File: config.mk
export PLATFORM = sky130hd
export DESIGN_NAME = hsw_fault_seq
export DESIGN_NICKNAME = d
export VERILOG_FILES = /design/src/rtl/hsw_pkg.sv /design/src/rtl/hsw_sync.sv /design/src/rtl/hsw_tick_timer.sv /design/src/rtl/hsw_oc_filter.sv /design/src/rtl/hsw_chan_fsm.sv /design/src/rtl/hsw_fault_seq.sv
export SDC_FILE = /design/constraint.sdc
export NUM_CORES = 1
export LEC_CHECK = 0
export ABC_AREA = 1
export ABC_CLOCK_PERIOD_IN_PS = 2000
export BUFFER_PORTS_ARGS = -buffer_cell sky130_fd_sc_hd__buf_4
export CORE_MARGIN = 5
export CORE_UTILIZATION = 55
export DETAILED_ROUTE_END_ITERATION = 8
export PLACE_DENSITY = 0.82
export SLEW_MARGIN = 25
export SYNTH_ARGS = -nofsm -noshare
export SYNTH_HDL_FRONTEND = slang
export SYNTH_SLANG_ARGS = --single-unit
File: constraint.sdc
create_clock -name clk -period 2 [get_ports clk]
set_input_delay 0.4 -clock clk [delete_from_list [all_inputs] [get_ports clk]]
set_output_delay 0.4 -clock clk [all_outputs]
set_load 0.02 [all_outputs]
File: src/rtl/hsw_pkg.sv
// Package: shared types for the hot-swap channel sequencer.
// Assumes: nothing beyond IEEE 1800-2017.
package hsw_pkg;

    // Channel sequencer states; ST_OFF is the reset state.
    typedef enum logic [2:0] {
        ST_OFF      = 3'd0,
        ST_DEBOUNCE = 3'd1,
        ST_STARTUP  = 3'd2,
        ST_RUN      = 3'd3,
        ST_OC_BLANK = 3'd4,
        ST_ARMED    = 3'd5,
        ST_FAULT    = 3'd6
    } hsw_state_e;

endpackage

File: src/rtl/hsw_sync.sv
// Module: multi-stage synchroniser for one asynchronous level.
// Assumes: STAGES >= 2; RST_VAL is the inactive level of the input.
module hsw_sync #(
    parameter int STAGES  = 2,
    parameter bit RST_VAL = 1'b1
) (
    input  logic clk,
    input  logic rst_n,
    input  logic d,
    output logic q
);
    logic [STAGES-1:0] sr;

    // Shift the input through the flop chain.
    always_ff @(posedge clk) begin
        if (!rst_n) sr <= {STAGES{RST_VAL}};
        else        sr <= {sr[STAGES-2:0], d};
    end

    assign q = sr[STAGES-1];
endmodule

File: src/rtl/hsw_tick_timer.sv
// Module: saturating tick counter with synchronous clear.
// Assumes: clr has priority over adv; the count saturates at all ones.
module hsw_tick_timer #(
    parameter int W = 8
) (
    input  logic         clk,
    input  logic         rst_n,
    input  logic         clr,
    input  logic         adv,
    output logic [W-1:0] cnt
);
    // Count advance strobes, clear on request, hold at the ceiling.
    always_ff @(posedge clk) begin
        if (!rst_n)                   cnt <= '0;
        else if (clr)                 cnt <= '0;
        else if (adv && cnt != '1)    cnt <= cnt + 1'b1;
    end
endmodule

File: src/rtl/hsw_oc_filter.sv
// Module: overcurrent qualifier and fast-pulldown edge strobe.
// Assumes: ilim is synchronous to clk. oc_long goes high after ilim
// has been seen high on FILT_TICKS ticks in a row, and stays high
// until ilim drops. fast_pd marks the rising edge of ilim with no delay.
module hsw_oc_filter #(
    parameter int FILT_TICKS = 100
) (
    input  logic clk,
    input  logic rst_n,
    input  logic ilim,
    input  logic tick,
    output logic oc_long,
    output logic fast_pd
);
    localparam int FW = $clog2(FILT_TICKS + 1);
    localparam logic [FW-1:0] FILT_CNT = FW'(FILT_TICKS);

    logic [FW-1:0] run_cnt;
    logic          ilim_q;

    // Count ticks of continuous current limit, saturate at the qualify length.
    always_ff @(posedge clk) begin
        if (!rst_n)                            run_cnt <= '0;
        else if (!ilim)                        run_cnt <= '0;
        else if (tick && run_cnt != FILT_CNT)  run_cnt <= run_cnt + 1'b1;
    end

    // Remember the previous current-limit level for edge detection.
    always_ff @(posedge clk) begin
        if (!rst_n) ilim_q <= 1'b0;
        else        ilim_q <= ilim;
    end

    assign oc_long = (run_cnt == FILT_CNT);
    assign fast_pd = ilim & ~ilim_q;
endmodule

File: src/rtl/hsw_chan_fsm.sv
// Module: channel sequencer state machine.
// Assumes: main_cnt counts ticks since the last state change (cleared
// through main_clr); hold_cnt counts ticks with the enable high while
// in ST_FAULT (cleared through hold_clr). Loss of either ready flag
// overrides every state.
module hsw_chan_fsm
    import hsw_pkg::*;
#(
    parameter int W          = 8,
    parameter int DEB_TICKS  = 10000,
    parameter int SU_TICKS   = 5000,
    parameter int OCB_TICKS  = 5000,
    parameter int ARM_TICKS  = 5000,
    parameter int CLR_TICKS  = 20,
    parameter int COOL_TICKS = 4000000,
    parameter bit AUTO_RETRY = 1'b0
) (
    input  logic         clk,
    input  logic         rst_n,
    input  logic         en_s,
    input  logic         supply_ok,
    input  logic         global_ok,
    input  logic         ilim,
    input  logic         oc_long,
    input  logic         tick,
    input  logic [W-1:0] main_cnt,
    input  logic [W-1:0] hold_cnt,
    output logic         main_clr,
    output logic         hold_clr,
    output logic         hold_adv,
    output logic         gate_on,
    output logic         fault
);
    localparam logic [W-1:0] DEB_LAST  = W'(DEB_TICKS - 1);
    localparam logic [W-1:0] SU_LAST   = W'(SU_TICKS - 1);
    localparam logic [W-1:0] OCB_LAST  = W'(OCB_TICKS - 1);
    localparam logic [W-1:0] ARM_LAST  = W'(ARM_TICKS - 1);
    localparam logic [W-1:0] CLR_LAST  = W'(CLR_TICKS - 1);
    localparam logic [W-1:0] COOL_LAST = W'(COOL_TICKS - 1);

    hsw_state_e state, nxt;
    logic on_req, lost;
    logic deb_end, su_end, ocb_end, arm_end, clr_end, cool_end;

    assign on_req = !en_s && supply_ok;
    assign lost   = !supply_ok || !global_ok;

    assign deb_end  = tick && (main_cnt == DEB_LAST);
    assign su_end   = tick && (main_cnt == SU_LAST);
    assign ocb_end  = tick && (main_cnt == OCB_LAST);
    assign arm_end  = tick && (main_cnt == ARM_LAST);
    assign clr_end  = tick && en_s && (hold_cnt == CLR_LAST);

    // Pick the cool-down completion term for the selected fault policy.
    generate
        if (AUTO_RETRY) begin : g_retry
            assign cool_end = tick && (main_cnt == COOL_LAST);
        end else begin : g_latch
            assign cool_end = 1'b0;
        end
    endgenerate

    // Next-state decision for the channel sequence.
    always_comb begin
        nxt = state;
        if (lost) begin
            nxt = ST_OFF;
        end else begin
            unique case (state)
                ST_OFF:      if (on_req) nxt = ST_DEBOUNCE;
                ST_DEBOUNCE: begin
                    if (!on_req)      nxt = ST_OFF;
                    else if (deb_end) nxt = ST_STARTUP;
                end
                ST_STARTUP: begin
                    if (en_s)         nxt = ST_OFF;
                    else if (su_end)  nxt = ilim ? ST_FAULT : ST_RUN;
                end
                ST_RUN: begin
                    if (en_s)         nxt = ST_OFF;
                    else if (oc_long) nxt = ST_OC_BLANK;
                end
                ST_OC_BLANK: begin
                    if (en_s)         nxt = ST_OFF;
                    else if (ocb_end) nxt = ST_ARMED;
                end
                ST_ARMED: begin
                    if (en_s)         nxt = ST_OFF;
                    else if (oc_long) nxt = ST_FAULT;
                    else if (arm_end) nxt = ST_RUN;
                end
                ST_FAULT: begin
                    if (clr_end || cool_end) nxt = ST_OFF;
                end
                default: nxt = ST_OFF;
            endcase
        end
    end

    // State register with defined reset state.
    always_ff @(posedge clk) begin
        if (!rst_n) state <= ST_OFF;
        else        state <= nxt;
    end

    assign main_clr = (nxt != state);
    assign hold_clr = !en_s || (state != ST_FAULT);
    assign hold_adv = tick && en_s;

    assign gate_on = (state == ST_STARTUP) || (state == ST_RUN) ||
                     (state == ST_OC_BLANK) || (state == ST_ARMED);
    assign fault   = (state == ST_FAULT);
endmodule

File: src/rtl/hsw_fault_seq.sv
// Module: top of one hot-swap channel sequencer.
// Assumes: tick_us is a one-cycle strobe; supply_ok, global_ok and
// ilim_act are already synchronous to clk; en_n is asynchronous.
// All durations are in tick_us strobes.
module hsw_fault_seq #(
    parameter int DEB_TICKS  = 10000,
    parameter int SU_TICKS   = 5000,
    parameter int FILT_TICKS = 100,
    parameter int OCB_TICKS  = 5000,
    parameter int ARM_TICKS  = 5000,
    parameter int CLR_TICKS  = 20,
    parameter int COOL_TICKS = 4000000,
    parameter bit AUTO_RETRY = 1'b0,
    parameter int SYNC_STAGES = 2
) (
    input  logic clk,
    input  logic rst_n,
    input  logic en_n,
    input  logic supply_ok,
    input  logic global_ok,
    input  logic ilim_act,
    input  logic tick_us,
    output logic gate_on,
    output logic fast_pd,
    output logic fault
);
    localparam int M1 = (DEB_TICKS > SU_TICKS) ? DEB_TICKS : SU_TICKS;
    localparam int M2 = (OCB_TICKS > ARM_TICKS) ? OCB_TICKS : ARM_TICKS;
    localparam int M3 = (M1 > M2) ? M1 : M2;
    localparam int M4 = (M3 > CLR_TICKS) ? M3 : CLR_TICKS;
    localparam int T_MAX = (AUTO_RETRY && COOL_TICKS > M4) ? COOL_TICKS : M4;
    localparam int W = $clog2(T_MAX + 1);

    logic         en_sync;
    logic         oc_long;
    logic         main_clr, hold_clr, hold_adv;
    logic [W-1:0] main_cnt, hold_cnt;

    hsw_sync #(.STAGES(SYNC_STAGES), .RST_VAL(1'b1)) u_en_sync (
        .clk(clk), .rst_n(rst_n), .d(en_n), .q(en_sync)
    );

    hsw_oc_filter #(.FILT_TICKS(FILT_TICKS)) u_oc_filt (
        .clk(clk), .rst_n(rst_n), .ilim(ilim_act), .tick(tick_us),
        .oc_long(oc_long), .fast_pd(fast_pd)
    );

    hsw_tick_timer #(.W(W)) u_phase_tmr (
        .clk(clk), .rst_n(rst_n), .clr(main_clr), .adv(tick_us), .cnt(main_cnt)
    );

    hsw_tick_timer #(.W(W)) u_hold_tmr (
        .clk(clk), .rst_n(rst_n), .clr(hold_clr), .adv(hold_adv), .cnt(hold_cnt)
    );

    hsw_chan_fsm #(
        .W(W), .DEB_TICKS(DEB_TICKS), .SU_TICKS(SU_TICKS),
        .OCB_TICKS(OCB_TICKS), .ARM_TICKS(ARM_TICKS), .CLR_TICKS(CLR_TICKS),
        .COOL_TICKS(COOL_TICKS), .AUTO_RETRY(AUTO_RETRY)
    ) u_fsm (
        .clk(clk), .rst_n(rst_n), .en_s(en_sync), .supply_ok(supply_ok),
        .global_ok(global_ok), .ilim(ilim_act), .oc_long(oc_long),
        .tick(tick_us), .main_cnt(main_cnt), .hold_cnt(hold_cnt),
        .main_clr(main_clr), .hold_clr(hold_clr), .hold_adv(hold_adv),
        .gate_on(gate_on), .fault(fault)
    );
endmodule

==> impl_results.md, run 1 <==
* Status: finished, final reports clean
* First-pass GRT wire length at 8160 um
* Routed len/inst at roughly 11 um
* Synth top area cells: dfxtp_1 35%, nand2_1 13%, inv_1 9.8%
* Synthesized area per cell at 6.40 um2
* Synthesized Nets at 382
* Yosys cell types at 26
* Initial antenna violation count at 0
* DR pass1 iterations at 4
* DP Area at around 0.0025 mm2
* Routing usage on met2 at 31.0%
* Clock-pin slew on the worst setup and hold paths at 0.08 ns
* Hold Crit Class: in2reg
* Worst Path Required at between 2 and 2.5 ns
* Worst-Margin Slew at 0.363 ns
* Met1 Use GR at 21.7%
* CP bufs+invs at 2
* Global Route Usage Sum at between 10% and 20%
* CTS tree: done
* Synthesis Warnings at 0
* Most frequent cell after synthesis: nand2_1
* Area grow syn2layout at 15.2%
* Relative slew slack at ~76%
* CP arrival at about 2.2 ns
* IO Port Bufs at 9
* Worst Setup Path Type: reg2reg
* GRT busiest layer: met2
* GRT met3 Usage at 4.88%
* Multi-input gate area at 0.00132 mm2
* Register Area at 828 um2
* GPL Wtd Cong at 0.939
* I/O Pins at 10
* #FFs+latches synth at slightly above 40
* Finish-stage setup viols at 0
* Synthesized area at between 0.002 and 0.0025 mm2
* Die Area at 0.00573 mm2
* CTS Buf Count at 5
* Seq/Total Area, Yosys at between 30 and 40%
* Final wirelength at about 5000 um
* Async set-reset flop share out of synthesis at 0%
* Fin crit period at approximately 1.9 ns
* Critical path fanouts, max at 7
* Power Density at between 500 and 600 mW/mm2
* Fillers at between 300 and 400
* Drt drc at 0
* CP dominant cell by count: nand2_1
* Synth cell count leaders: 80 x nand2_1, 62 x inv_1, 49 x nor2_1
* Final hold vios at 0
* H-tree depth at 2
* Area share of the largest cell type after synthesis at roughly 35%
* Pleak at between 0.001 and 0.0015 uW
* Vias post-DR at 2252
* Fraction of layout cells with a size suffix above 1 at around 16%
* Setup Skew at approximately 0.004 ns
* Slew Viols, Final at 0
* Slowest-stage cell, CP: dfxtp_4
* FP Rows at 24
* Max Freq at 0.520 GHz
* Clock Path Buffers at 2
* # diodes at 0
* Via/cell ratio at a little over 5
* Core Area at around 0.0043 mm2
* Post-synth EDFFs at 0
* HPWL after DPL at roughly 3600 um
* Antenna Nets Post-Route at 0
* Period utilization at between 90% and 100%
* Crit-path max cell delay at ~0.38 ns
* CP Cell Sequence: ha_4, nand2_1, nor2_1, nand2_1, inv_1, nand2_1, a21oi_1, nand2_1, nand2_2, nand2_2, nand2_1, nand2_1, nor2_2, nand2_2, clkbuf_16, nor2_2
* CTS root buf: clkbuf_8
* Critical Path Source Type: register
* GRT overflow at 0
* Unrepaired setup endpoints after global routing: true
* Vias in the first global route at roughly 2000
* Max_cap viols at 0
* Total clock sinks at just over 40
* Setup crit end kind: register
* VDD IR max at 469 uV
* Chip width at approximately 76 um
* Syn Inst Count at 371
* Clock Latency Late Sink at approximately 0.30 ns
* Main synth FF type: dfxtp_1
* Die Height at 75.7 um
* Hold WS at approximately 0.28 ns
* Initial drt markers at ~100
* Final nets at roughly 400
* Leading area contributor after synthesis: dfxtp_1
* CP delay by family, top: simple AND/OR/NAND/NOR gates
* Initial Utilization at between 50% and 60%
* Largest net degree at the start of global routing at 15
* Final instance area at 0.00274 mm2
[cells in the final DEF, fill, tap and decap left out, types with 4 or more instances in the layout]
| master | Yosys | layout |
|---|---|---|
| inv_1 | 62 | 62 |
| xor2_1 | 11 | 11 |
| clkbuf_8 | 0 | 6 |
| inv_2 | 6 | 6 |
| nand2_1 | 80 | 78 |
| a21oi_1 | 21 | 21 |
| xnor2_1 | 4 | 4 |
| nand3_1 | 25 | 25 |
| buf_4 | 0 | 14 |
| nor2_2 | 15 | 17 |
| o21ai_0 | 14 | 14 |
| nor3_1 | 16 | 16 |
| dfxtp_1 | 41 | 37 |
| nor2_1 | 49 | 45 |
| nand2_2 | 2 | 4 |
[path summary, 6_finish.rpt]
check / slack (ns) / end / startpoint / depth (start not counted)
min: 0.28 / u_en_sync.sr[0]$_SDFF_PN1_ / en_n / 2
min reg2reg: 0.43 / u_en_sync.sr[1]$_SDFF_PN1_ / u_en_sync.sr[0]$_SDFF_PN1_ / 1
max: 0.08 / u_phase_tmr.cnt[6]$_SDFFE_PP0P_ / u_phase_tmr.cnt[0]$_SDFFE_PP0P_ / 16
max reg2reg: 0.08 / u_phase_tmr.cnt[6]$_SDFFE_PP0P_ / u_phase_tmr.cnt[0]$_SDFFE_PP0P_ / 16
[where the power goes]
group	internal (uW)	leakage, uW	total, uW	switching (uW)
clock	407	0.0000585	697	290
sequential	825	0.000333	834	8.60
combinational	40.9	0.000743	96.6	55.6
[layout make-up]
class	instances	area share [%]
timing repair buffer	16	5.49
multi-input combinational	260	48.3
sequential	41	30.3
clock buffer	7	3.16
tap	52	2.38
inverter	68	9.33
clock inverter	1	1.10
[through the flow]
| stage | total power, uW | setup TNS [ns] | util, % | worst slack, ns | std cells |
|---|---|---|---|---|---|
| floorplan | 901 | 0 | - | 0.250 | 371 |
| global placement | 933 | 0 | 59.6 | 0.137 | 435 |
| detailed placement | 936 | 0 | 59.6 | 0.0963 | 435 |
| CTS | 1640 | 0 | 62.4 | 0.0569 | 443 |
| global route | 1700 | -0.674 | 64.2 | -0.0643 | 445 |
| finish | 1630 | 0 | 64.2 | 0.0762 | 445 |
[flip-flops by register name, indices dropped and copies added, names as in the netlist]
signal and cells:
u_hold_tmr.cnt 14, u_oc_filt.run_cnt 7, u_phase_tmr.cnt 14, u_fsm.state 3
u_oc_filt.ilim_q 1, u_en_sync.sr 2
[worst register-to-register path, stage by stage, from the launching register on]
cell and delay [ns]:
dfxtp_4 0.38, ha_4 0.15, nand2_1 0.05, nor2_1 0.10
nand2_1 0.09, inv_1 0.06, nand2_1 0.07, a21oi_1 0.17
nand2_1 0.10, nand2_2 0.10, nand2_2 0.06, nand2_1 0.06
nand2_1 0.06, nor2_2 0.09, nand2_2 0.10, clkbuf_16 0.18
nor2_2 0.07
[logic make-up after synthesis]
kind of cell / Yosys count / synth area share [%]
AOI/OAI and AO/OA: 38 / 8.16
xor gates and xnor gates: 15 / 5.53
adders and majority gates: 4 / 2.11
buffers and inverters: 70 / 11.4
DFF: 41 / 34.5
and+or+nand+nor: 203 / 38.2
[metal layers]
metal	wire [um]	up-vias
li1	-	1194
met1	2250	990
met2	2460	56
met3	250	12
met4	92	0
met5	0	-
[what timing repair did]
action,CTS,global route
resized for setup,0,15
hold buffers,0,0
buffers inserted,0,1
setup endpoints to repair,0,14
(Power assumes the default switching activity.)
==> run 2, diff against run 1 <==
BUFFER_PORTS_ARGS = -buffer_cell sky130_fd_sc_hd__clkbuf_2   (was -buffer_cell sky130_fd_sc_hd__buf_4)
==> impl_results.md, run 2 (same netlist as run 1, synthesis figures left out) <==
* Biggest regs: u_hold_tmr.cnt (14), u_phase_tmr.cnt (14), u_oc_filt.run_cnt (7)
* CTS root buf: clkbuf_8
* Sw Pwr at 354 uW (-0.13%)
* Setup crit end kind: register
* CP arrival at 2.12 ns (-0.05 ns)
* GRT overflow at 0 (unchanged)
* Fin crit period at 1.88 ns (-0.0413 ns)
* Critical Path Source Type: register
* Worst-Margin Slew at 0.343 ns (-0.0199 ns)
* First-pass GRT wire length at 8470 um (+3.7%)
* Vias post-DR at 2253 (+0.044%)
* Most common cell after layout, fill and taps aside: nand2_1
* Chip width at 75.7 um (unchanged)
* Sw Share at 22.4% (+0.67 points)
* Met3 routed WL at 162 um (-35%)
* Via/cell ratio at 5.06 (about the same)
* Fraction of layout cells with a size suffix above 1 at 16.8% (+1.0 points)
* IO Port Bufs at 9 (unchanged)
* Seq pwr share at 52.9% (+1.7 points)
* HPWL after DPL at 3770 um (+3.4%)
* Max_cap viols at 0 (unchanged)
* CTS tree: done
* Worst Setup Path Type: reg2reg
* Clock-pin slew on the worst setup and hold paths at 0.08 ns (about the same)
* Core Area at 0.00426 mm2 (unchanged)
* Setup Skew at 0.0131 ns (+0.00907 ns)
* DP Area at 0.00251 mm2 (-1.4%)
* Post-Place Worst Slack at -0.0265 ns (-0.123 ns)
* Die Area at 0.00573 mm2 (unchanged)
* Worst Path Required at 2.23 ns (about the same)
* Int Power at 1220 uW (-3.9%)
* Final nets at 404 (+0.25%)
* Area grow syn2layout at 13.9%
* Routed len/inst at 11.7 um (+2.6%)
* Global Route Usage Sum at 19.0% (+0.72 points)
* Clock share of power at 41.2% (-1.6 points)
* Final instance area at 0.00271 mm2 (-1.1%)
* Placed cell count at 435 (unchanged)
* Max Freq at 0.531 GHz (+2.2%)
* Gate power share at 5.9% (about the same)
* Clock Path Buffers at 2 (unchanged)
* Critical path fanouts, max at 10 (+3)
* CTS Buf Count at 5 (unchanged)
* Clock Latency Late Sink at 0.30 ns (about the same)
* Total clock sinks at 41 (unchanged)
* Slew Viols, Final at 0 (unchanged)
* VDD IR max at 346 uV (-26%)
* H-tree depth at 2 (unchanged)
* Initial antenna violation count at 0 (unchanged)
* Status: finished, final reports clean
* GPL Wtd Cong at 0.941 (+0.17%)
* Initial drt markers at 179 (+77%)
* DRT met1 WL at 2360 um (+4.6%)
* Period utilization at 94.1% (-2.1 points)
* I/O Pins at 10 (unchanged)
* Antenna Nets Post-Route at 0 (unchanged)
* FP Rows at 24 (unchanged)
* # hold bufs at CTS at 0 (unchanged)
* Finish-stage setup viols at 0 (unchanged)
* Setup TNS Final at 0 ns (unchanged)
* Unrepaired setup endpoints after global routing: true
* Drt drc at 0 (unchanged)
* Final non-filler cell total at 445 (unchanged)
* Final hold vios at 0 (unchanged)
* Initial Utilization at 55.7% (unchanged)
* Die Height at 75.7 um (unchanged)
* Fillers at 390 (+3.7%)
* Max layer used: met4
* Final wirelength at 5190 um (+2.6%)
* Commonest non-fill, non-tap cells in the layout: 76 x nand2_1, 62 x inv_1, 44 x nor2_1
* Relative slew slack at 77.1% (+1.5 points)
* Post-layout worst setup margin at 0.117 ns (+0.0413 ns)
* Power Density at 583 mW/mm2 (-2.0%)
* Pleak at 0.00112 uW (-1.1%)
* DR pass1 iterations at 4 (unchanged)
* # diodes at 0 (unchanged)
* Hold Crit Class: in2reg
* Vias in the first global route at 2033 (+1.5%)
* Met2 routed WL at 2610 um (+5.8%)
* Largest net degree at the start of global routing at 15 (unchanged)
## run 2: changes by cell type in the layout (fill, tap and decap cells not counted), moves of 2 or more
cell,before,now
clkbuf_2,0,9
buf_4,14,7
nand2_1,78,76
nand2_4,0,2
nor2_4,2,4
## run 2: final timing paths
kind              slack (ns)                       startpoint  depth (start not counted)                         endpoint
hold / removal          0.28                             en_n                          2       u_en_sync.sr[0]$_SDFF_PN1_
setup reg to reg        0.12  u_phase_tmr.cnt[1]$_SDFFE_PP0P_                         14  u_phase_tmr.cnt[7]$_SDFFE_PP0P_
hold reg to reg         0.44       u_en_sync.sr[0]$_SDFF_PN1_                          1       u_en_sync.sr[1]$_SDFF_PN1_
setup / recovery        0.12  u_phase_tmr.cnt[1]$_SDFFE_PP0P_                         14  u_phase_tmr.cnt[7]$_SDFFE_PP0P_
## run 2: layout make-up
cell class,count,area (um2),area share [%]
timing repair buffer,16,97.6,3.61
clock buffer,5,68.8,2.54
clock inverter,2,35.0,1.29
inverter,68,255,9.43
sequential,41,825,30.5
multi-input combinational,261,1360,50.3
tap,52,65.1,2.40
## run 2: worst max-delay path, cell delays in order (launching register included)
cell and delay, ns:
dfxtp_2 0.36, ha_4 0.16, nand2_2 0.06, nor2_2 0.11, nand3_1 0.13, nor2_1 0.13
nand3_1 0.10, nand2_2 0.13, inv_2 0.10, nand2_1 0.12, nor2_1 0.07, nand2_1 0.07
xor2_1 0.14, inv_1 0.06, nor2_2 0.09
## run 2: repair_timing
item,CTS,global route
cloned,0,1
gates resized for setup,1,20
pin swaps,0,6
endpoints found under the setup margin,14,15
buffers inserted,0,2
## run 2: power groups by stage
stage / registers (uW) / logic, uW / clock network [uW]
6_report: 834 / 93.3 / 650
5_1_grt: 835 / 105 / 699
4_1_cts: 830 / 81.7 / 658
3_5_place_dp: 850 / 80.6 / 0
3_3_place_gp: 850 / 77.9 / 0
2_1_floorplan: 849 / 52.0 / 0
## run 2: metal layers
metal	global-route usage, %	up-vias
li1	-	1203
met1	22.9	1012
met2	32.6	31
met3	4.09	7
met4	7.77	0
met5	0	-
## run 2: per-stage QoR
stage	hold WS [ns]	total power (uW)	utilization, %
after floorplan	0.393	901	-
after global placement	0.395	928	58.8
after detailed placement	0.409	930	58.8
after CTS	0.278	1570	61.4
after global routing	0.288	1640	63.5
final	0.280	1580	63.5
